[config.mk]
export PLATFORM = sky130hd
export DESIGN_NAME = esum_trigger
export DESIGN_NICKNAME = d
export VERILOG_FILES = /design/src/rtl/esum_pkg.sv /design/src/rtl/esum_suppress.sv /design/src/rtl/esum_tree.sv /design/src/rtl/esum_trig.sv /design/src/rtl/esum_trigger.sv
export SDC_FILE = /design/constraint.sdc
export NUM_CORES = 1
export LEC_CHECK = 0
export BUFFER_PORTS_ARGS = -buffer_cell sky130_fd_sc_hd__buf_2
export CAP_MARGIN = 15
export CORE_UTILIZATION = 40
export CTS_BUF_LIST = sky130_fd_sc_hd__clkbuf_16
export DETAILED_ROUTE_END_ITERATION = 8
export PLACE_DENSITY_LB_ADDON = 0.05
export SYNTH_ARGS = -nofsm -noshare
export SYNTH_HDL_FRONTEND = slang
export SYNTH_SLANG_ARGS = --single-unit
[constraint.sdc]
create_clock -name clk -period 7.4 [get_ports clk]
set_input_delay 0.37 -clock clk [delete_from_list [all_inputs] [get_ports clk]]
set_output_delay 0.37 -clock clk [all_outputs]
set_load 0.05 [all_outputs]
[src/rtl/esum_pkg.sv]
package esum_pkg;
  parameter int NCH      = 16;
  parameter int CH_W     = 12;
  parameter int SUM_W    = 16;
  parameter int GSUM_W   = 18;
  parameter int HOLD_W   = 8;
  parameter int ADDR_W   = 5;
  parameter int ADDR_TRIG = 16;
  parameter int ADDR_HOLD = 17;
endpackage

[src/rtl/esum_suppress.sv]
module esum_suppress #(
  parameter int NCH    = 16,
  parameter int CH_W   = 12,
  parameter int ADDR_W = 5,
  parameter int CFG_W  = 18
) (
  input  logic                  clk,
  input  logic                  rst_n,
  input  logic                  in_valid,
  input  logic [NCH*CH_W-1:0]   in_data,
  input  logic                  cfg_we,
  input  logic [ADDR_W-1:0]     cfg_addr,
  input  logic [CFG_W-1:0]      cfg_data,
  output logic                  out_valid,
  output logic [NCH*CH_W-1:0]   out_data
);
  logic [CH_W-1:0] thr_q [NCH];

  always_ff @(posedge clk or negedge rst_n) begin
    if (!rst_n) begin
      for (int c = 0; c < NCH; c++) thr_q[c] <= '0;
    end else if (cfg_we) begin
      for (int c = 0; c < NCH; c++)
        if (cfg_addr == ADDR_W'(c)) thr_q[c] <= cfg_data[CH_W-1:0];
    end
  end

  always_ff @(posedge clk or negedge rst_n) begin
    if (!rst_n) begin
      out_valid <= 1'b0;
      out_data  <= '0;
    end else begin
      out_valid <= in_valid;
      for (int c = 0; c < NCH; c++) begin
        if (in_valid && in_data[c*CH_W +: CH_W] >= thr_q[c])
          out_data[c*CH_W +: CH_W] <= in_data[c*CH_W +: CH_W];
        else
          out_data[c*CH_W +: CH_W] <= '0;
      end
    end
  end

  genvar g;
  generate
    for (g = 0; g < NCH; g++) begin : g_chk
      assert_below_zeroed_R1: assert property (@(posedge clk) disable iff (!rst_n)
        (in_valid && in_data[g*CH_W +: CH_W] < thr_q[g]) |=> (out_data[g*CH_W +: CH_W] == '0));
      assert_above_passed_R2: assert property (@(posedge clk) disable iff (!rst_n)
        (in_valid && in_data[g*CH_W +: CH_W] >= thr_q[g]) |=>
          (out_data[g*CH_W +: CH_W] == $past(in_data[g*CH_W +: CH_W])));
    end
  endgenerate
endmodule

[src/rtl/esum_tree.sv]
module esum_tree #(
  parameter int NCH   = 16,
  parameter int CH_W  = 12,
  parameter int SUM_W = 16
) (
  input  logic                clk,
  input  logic                rst_n,
  input  logic                in_valid,
  input  logic [NCH*CH_W-1:0] in_data,
  output logic                out_valid,
  output logic [SUM_W-1:0]    out_sum
);
  localparam int LVLS = $clog2(NCH);

  logic [LVLS-1:0] vld_q;

  always_ff @(posedge clk or negedge rst_n) begin
    if (!rst_n) vld_q <= '0;
    else        vld_q <= {vld_q[LVLS-2:0], in_valid};
  end

  genvar l;
  generate
    for (l = 0; l <= LVLS; l++) begin : g_lvl
      logic [SUM_W-1:0] node [NCH>>l];
      if (l == 0) begin : g_leaf
        always_comb begin
          for (int n = 0; n < NCH; n++) node[n] = SUM_W'(in_data[n*CH_W +: CH_W]);
        end
      end else begin : g_add
        always_ff @(posedge clk or negedge rst_n) begin
          if (!rst_n) begin
            for (int n = 0; n < (NCH>>l); n++) node[n] <= '0;
          end else begin
            for (int n = 0; n < (NCH>>l); n++)
              node[n] <= g_lvl[l-1].node[2*n] + g_lvl[l-1].node[2*n+1];
          end
        end
      end
    end
  endgenerate

  assign out_valid = vld_q[LVLS-1];
  assign out_sum   = g_lvl[LVLS].node[0];
endmodule

[src/rtl/esum_trig.sv]
module esum_trig #(
  parameter int SUM_W     = 16,
  parameter int GSUM_W    = 18,
  parameter int HOLD_W    = 8,
  parameter int ADDR_W    = 5,
  parameter int ADDR_TRIG = 16,
  parameter int ADDR_HOLD = 17
) (
  input  logic              clk,
  input  logic              rst_n,
  input  logic              loc_valid,
  input  logic [SUM_W-1:0]  loc_sum,
  input  logic              rem_valid,
  input  logic [GSUM_W-1:0] rem_sum,
  input  logic              cfg_we,
  input  logic [ADDR_W-1:0] cfg_addr,
  input  logic [GSUM_W-1:0] cfg_data,
  output logic [GSUM_W-1:0] gsum,
  output logic              trig
);
  logic [GSUM_W-1:0] thr_q;
  logic [HOLD_W-1:0] hold_len, hold_cnt;
  logic [GSUM_W:0]   wide;
  logic [GSUM_W-1:0] gsum_d;
  logic              above, above_q, fire;

  always_ff @(posedge clk or negedge rst_n) begin
    if (!rst_n) begin
      thr_q    <= '1;
      hold_len <= '0;
    end else if (cfg_we) begin
      if (cfg_addr == ADDR_W'(ADDR_TRIG)) thr_q    <= cfg_data;
      if (cfg_addr == ADDR_W'(ADDR_HOLD)) hold_len <= cfg_data[HOLD_W-1:0];
    end
  end

  always_comb begin
    wide   = (GSUM_W+1)'(loc_valid ? loc_sum : '0) + (GSUM_W+1)'(rem_valid ? rem_sum : '0);
    gsum_d = wide[GSUM_W] ? '1 : wide[GSUM_W-1:0];
    above  = gsum > thr_q;
    fire   = above && !above_q && (hold_cnt == '0);
  end

  always_ff @(posedge clk or negedge rst_n) begin
    if (!rst_n) begin
      gsum     <= '0;
      above_q  <= 1'b0;
      trig     <= 1'b0;
      hold_cnt <= '0;
    end else begin
      gsum    <= gsum_d;
      above_q <= above;
      trig    <= fire;
      if (fire)                 hold_cnt <= hold_len;
      else if (hold_cnt != '0)  hold_cnt <= hold_cnt - 1'b1;
    end
  end

  assert_no_wrap_R6: assert property (@(posedge clk) disable iff (!rst_n)
    rem_valid |=> (gsum >= $past(rem_sum)));
  assert_single_pulse_R7: assert property (@(posedge clk) disable iff (!rst_n)
    trig |=> !trig);
  assert_pulse_needs_level_R7: assert property (@(posedge clk) disable iff (!rst_n)
    $rose(trig) |-> ($past(gsum) > $past(thr_q)));
  assert_holdoff_blocks_R8: assert property (@(posedge clk) disable iff (!rst_n)
    (hold_cnt != '0) |=> !trig);
endmodule

[src/rtl/esum_trigger.sv]
module esum_trigger
  import esum_pkg::*;
#(
  parameter int P_NCH    = NCH,
  parameter int P_CH_W   = CH_W,
  parameter int P_SUM_W  = SUM_W,
  parameter int P_GSUM_W = GSUM_W,
  parameter int P_HOLD_W = HOLD_W,
  parameter int P_ADDR_W = ADDR_W
) (
  input  logic                     clk,
  input  logic                     rst_n,
  input  logic                     in_valid_i,
  input  logic [P_NCH*P_CH_W-1:0]  in_data_i,
  input  logic                     cfg_we_i,
  input  logic [P_ADDR_W-1:0]      cfg_addr_i,
  input  logic [P_GSUM_W-1:0]      cfg_data_i,
  input  logic                     rem_valid_i,
  input  logic [P_GSUM_W-1:0]      rem_sum_i,
  output logic                     sum_valid_o,
  output logic [P_SUM_W-1:0]       sum_o,
  output logic [P_GSUM_W-1:0]      gsum_o,
  output logic                     trig_o
);
  logic                    sup_valid;
  logic [P_NCH*P_CH_W-1:0] sup_data;

  esum_suppress #(.NCH(P_NCH), .CH_W(P_CH_W), .ADDR_W(P_ADDR_W), .CFG_W(P_GSUM_W)) u_sup (
    .clk(clk), .rst_n(rst_n), .in_valid(in_valid_i), .in_data(in_data_i),
    .cfg_we(cfg_we_i), .cfg_addr(cfg_addr_i), .cfg_data(cfg_data_i),
    .out_valid(sup_valid), .out_data(sup_data));

  esum_tree #(.NCH(P_NCH), .CH_W(P_CH_W), .SUM_W(P_SUM_W)) u_tree (
    .clk(clk), .rst_n(rst_n), .in_valid(sup_valid), .in_data(sup_data),
    .out_valid(sum_valid_o), .out_sum(sum_o));

  esum_trig #(.SUM_W(P_SUM_W), .GSUM_W(P_GSUM_W), .HOLD_W(P_HOLD_W), .ADDR_W(P_ADDR_W),
              .ADDR_TRIG(ADDR_TRIG), .ADDR_HOLD(ADDR_HOLD)) u_trig (
    .clk(clk), .rst_n(rst_n), .loc_valid(sum_valid_o), .loc_sum(sum_o),
    .rem_valid(rem_valid_i), .rem_sum(rem_sum_i),
    .cfg_we(cfg_we_i), .cfg_addr(cfg_addr_i), .cfg_data(cfg_data_i),
    .gsum(gsum_o), .trig(trig_o));

  assert_latency_R3: assert property (@(posedge clk) disable iff (!rst_n)
    sum_valid_o |-> $past(in_valid_i, 5));
  assert_idle_zero_R4: assert property (@(posedge clk) disable iff (!rst_n)
    !sum_valid_o |-> (sum_o == '0));
endmodule

==> run metrics <==
outcome finished clean; DRC Markers 0; Final setup viols 0; synth cell count leaders dfrtp_1 (631), ha_1 (418), inv_1 (325), o21ai_0 (203), and3_1 (196); Worst-path clk slew around 60 ps; CTS Buf Count 77; Yosys cell types between 70 and 80; post-DR wirelength/cell between 15 and 20 um; CP Max Fanout 17; Setup TNS 0 ps; mapped cell area ~34000 sq um; I/O pin cnt ~270; CP required between 7000 and 8000 ps; final slew viol count 0; die area 87000 sq um; Root Buffer clkbuf_16; sequential share of the synthesized area 0.474; routed wl met3 between 4000 and 5000 um; gr ovfl total 0; Starting Density 0.404; Worst Path Arrival 3530 ps; GRT Overall Usage 0.216; worst vdd ir between 0.15 and 0.2 mV; Top Layer Used met5; post-route ant nets 0; Initial DRC Count about 1400; # rows about 110; Hold WS roughly 33 ps; Resize count post-CTS 0; Total Power ~12 mW; area grow syn2layout 15.4%; clk sinks around 650; CTS tree done; clk_lat worst skew 610 ps; Syn Area/Cell roughly 11 sq um; max cap viols 0; DRT Wirelength about 90000 um; Core Area about 85000 sq um; Hold Vio Cnt, Final 0; met2 WL roughly 43000 um; layout cells sized above 1 0.163; routed vias/inst slightly above 5; most frequent cell after synthesis dfrtp_1; pwr dens 307 nW/um^2; Synth Net Count around 3900; Synth Register Bits ~650; buffers added on ports ~270; Die X approximately 290 um; CP endpoint kind flip-flop; initial antenna violation count 17; Post-Place Cell Area 36900 sq um; fin crit share 0.406; Worst Max-Slew Pin Slew 1090 ps; Final nets 4163; Synthesis Warnings 0; Worst slew margin 0.272; Setup Skew roughly 20 ps; Max H-tree Level 3; Die Y roughly 290 um; DR pass1 iterations 5; Clock Path Buffers 3; Final min period between 3000 and 4000 ps; Area contributors post-synth dfrtp_1 (46%), ha_1 (15%), mux2_2 (5.0%), and3_1 (3.6%), inv_1 (3.6%); classification of the worst setup path reg2reg; cells on worst reg2reg path 11; DPL Wire Length slightly below 70000 um; final std cells w/o fill roughly 4700; Synth area leader dfrtp_1; startpoint type of the worst setup path flip-flop; Main synth FF type dfrtp_1; placed insts about 4500; area share of the largest cell type after synthesis 0.460; via count about 24000; post-route cell area between 30000 and 40000 sq um; static leakage about 20 nW; largest net degree at the start of global routing approximately 180; DRT met1 WL 42900 um; RSZ-0062 raised after global routing no; worst hold path class in2reg; post-CTS setup buffer count 0; Post-synth EDFFs 0; cell count after synthesis 3181; GPL Wtd Cong 0.863; first-pass GRT wire length ~140000 um; hold path cells 2; number of global-route vias before repair roughly 24000; Synth async-reset ratio 1.00; maximum clock rate 0.333 GHz
path summary, 6_finish.rpt:
kind,start,end,slack [ps]
setup / recovery,u_tree.vld_q[3],u_trig.gsum[11],4400
hold / removal,in_data_i[3],u_sup.out_data[3],30
setup reg to reg,u_tree.vld_q[3],u_trig.gsum[11],4400
hold reg to reg,u_tree.vld_q[1],u_tree.vld_q[2],350
max in group asynchronous,rst_n,u_sup.thr_q[134],5410
min in group asynchronous,rst_n,u_sup.thr_q[27],390
worst max-delay path, cell delays in order, from the launching register on:
cell	delay, ps
dfrtp_1	570
and2_1	200
ha_1	200
inv_1	70
fa_1	410
nor2b_4	150
o31ai_2	90
a21oi_4	230
a2111oi_4	130
o31ai_4	350
nand4_4	260
a21bo_1	270
cell usage in the layout (no fill, tap or decap), types with 79 or more instances in the layout:
| cell | count |
|---|---|
| nor2_1 | 116 |
| a21oi_1 | 152 |
| dfrtp_1 | 631 |
| clkbuf_16 | 79 |
| and3_1 | 196 |
| nand2_1 | 188 |
| mux2_2 | 152 |
| ha_1 | 418 |
| xnor2_1 | 114 |
| buf_2 | 271 |
| o21ai_0 | 203 |
| inv_1 | 339 |
layout make-up:
class	instances	area, sq um
Fill cell	7932	45400
Sequential cell	649	16300
Clock inverter	50	389
Multi-Input combinational cell	2122	16500
Timing Repair Buffer	316	1810
Tap cell	1144	1430
Antenna cell	5	12.5
Inverter	325	1220
Clock buffer	79	1980
power by group:
group          internal [mW]  switching [mW]
Sequential              4.33           0.414
Combinational           1.56            2.24
Clock                   2.15            1.46
state kept, by name, summed over array words and instances (netlist names):
| signal | cells |
|---|---|
| u_sup.out_data | 192 |
| u_sup.thr_q | 192 |
| u_tree.g_lvl.node | 190 |
| u_trig.gsum | 18 |
| u_trig.thr_q | 18 |
| u_tree.out_sum | 16 |
| u_trig.hold_cnt | 8 |
| u_trig.hold_len | 8 |
| u_tree.vld_q | 4 |
| u_sup.out_valid | 1 |
| u_trig.above_q | 1 |
| u_trig.trig | 1 |
timing repair:
action	CTS	global route
hold buffers	30	0
setup endpoints to repair	0	0
endpoints found under the hold margin	116	0
layer usage:
| layer | vias up | GRT usage |
|---|---|---|
| li1 | 11600 | - |
| met1 | 11700 | 0.295 |
| met2 | 484 | 0.352 |
| met3 | 140 | 0.0311 |
| met4 | 8 | 0.0678 |
| met5 | - | 0 |
kinds of logic (layout without fill, tap and decap cells):
kind of cell / count (synthesis) / count (layout) / synth area share
multiplexers: 152 / 152 / 0.0499
flip-flops: 649 / 649 / 0.474
adder cells (fa/ha/maj): 434 / 434 / 0.162
XOR/XNOR: 147 / 147 / 0.0375
AO/OA/AOI/OAI: 630 / 630 / 0.116
AND/OR/NAND/NOR: 759 / 759 / 0.115
other: 0 / 5 / 0
buffers and inverters: 410 / 770 / 0.0454
stage by stage:
step	worst slack, ps	utilization
after CTS	4350	0.466
after detailed placement	4280	0.434
after floorplan	4450	-
after global routing	4140	0.466
after global placement	4360	0.434
final	4400	0.466
(Power assumes the default switching activity.)
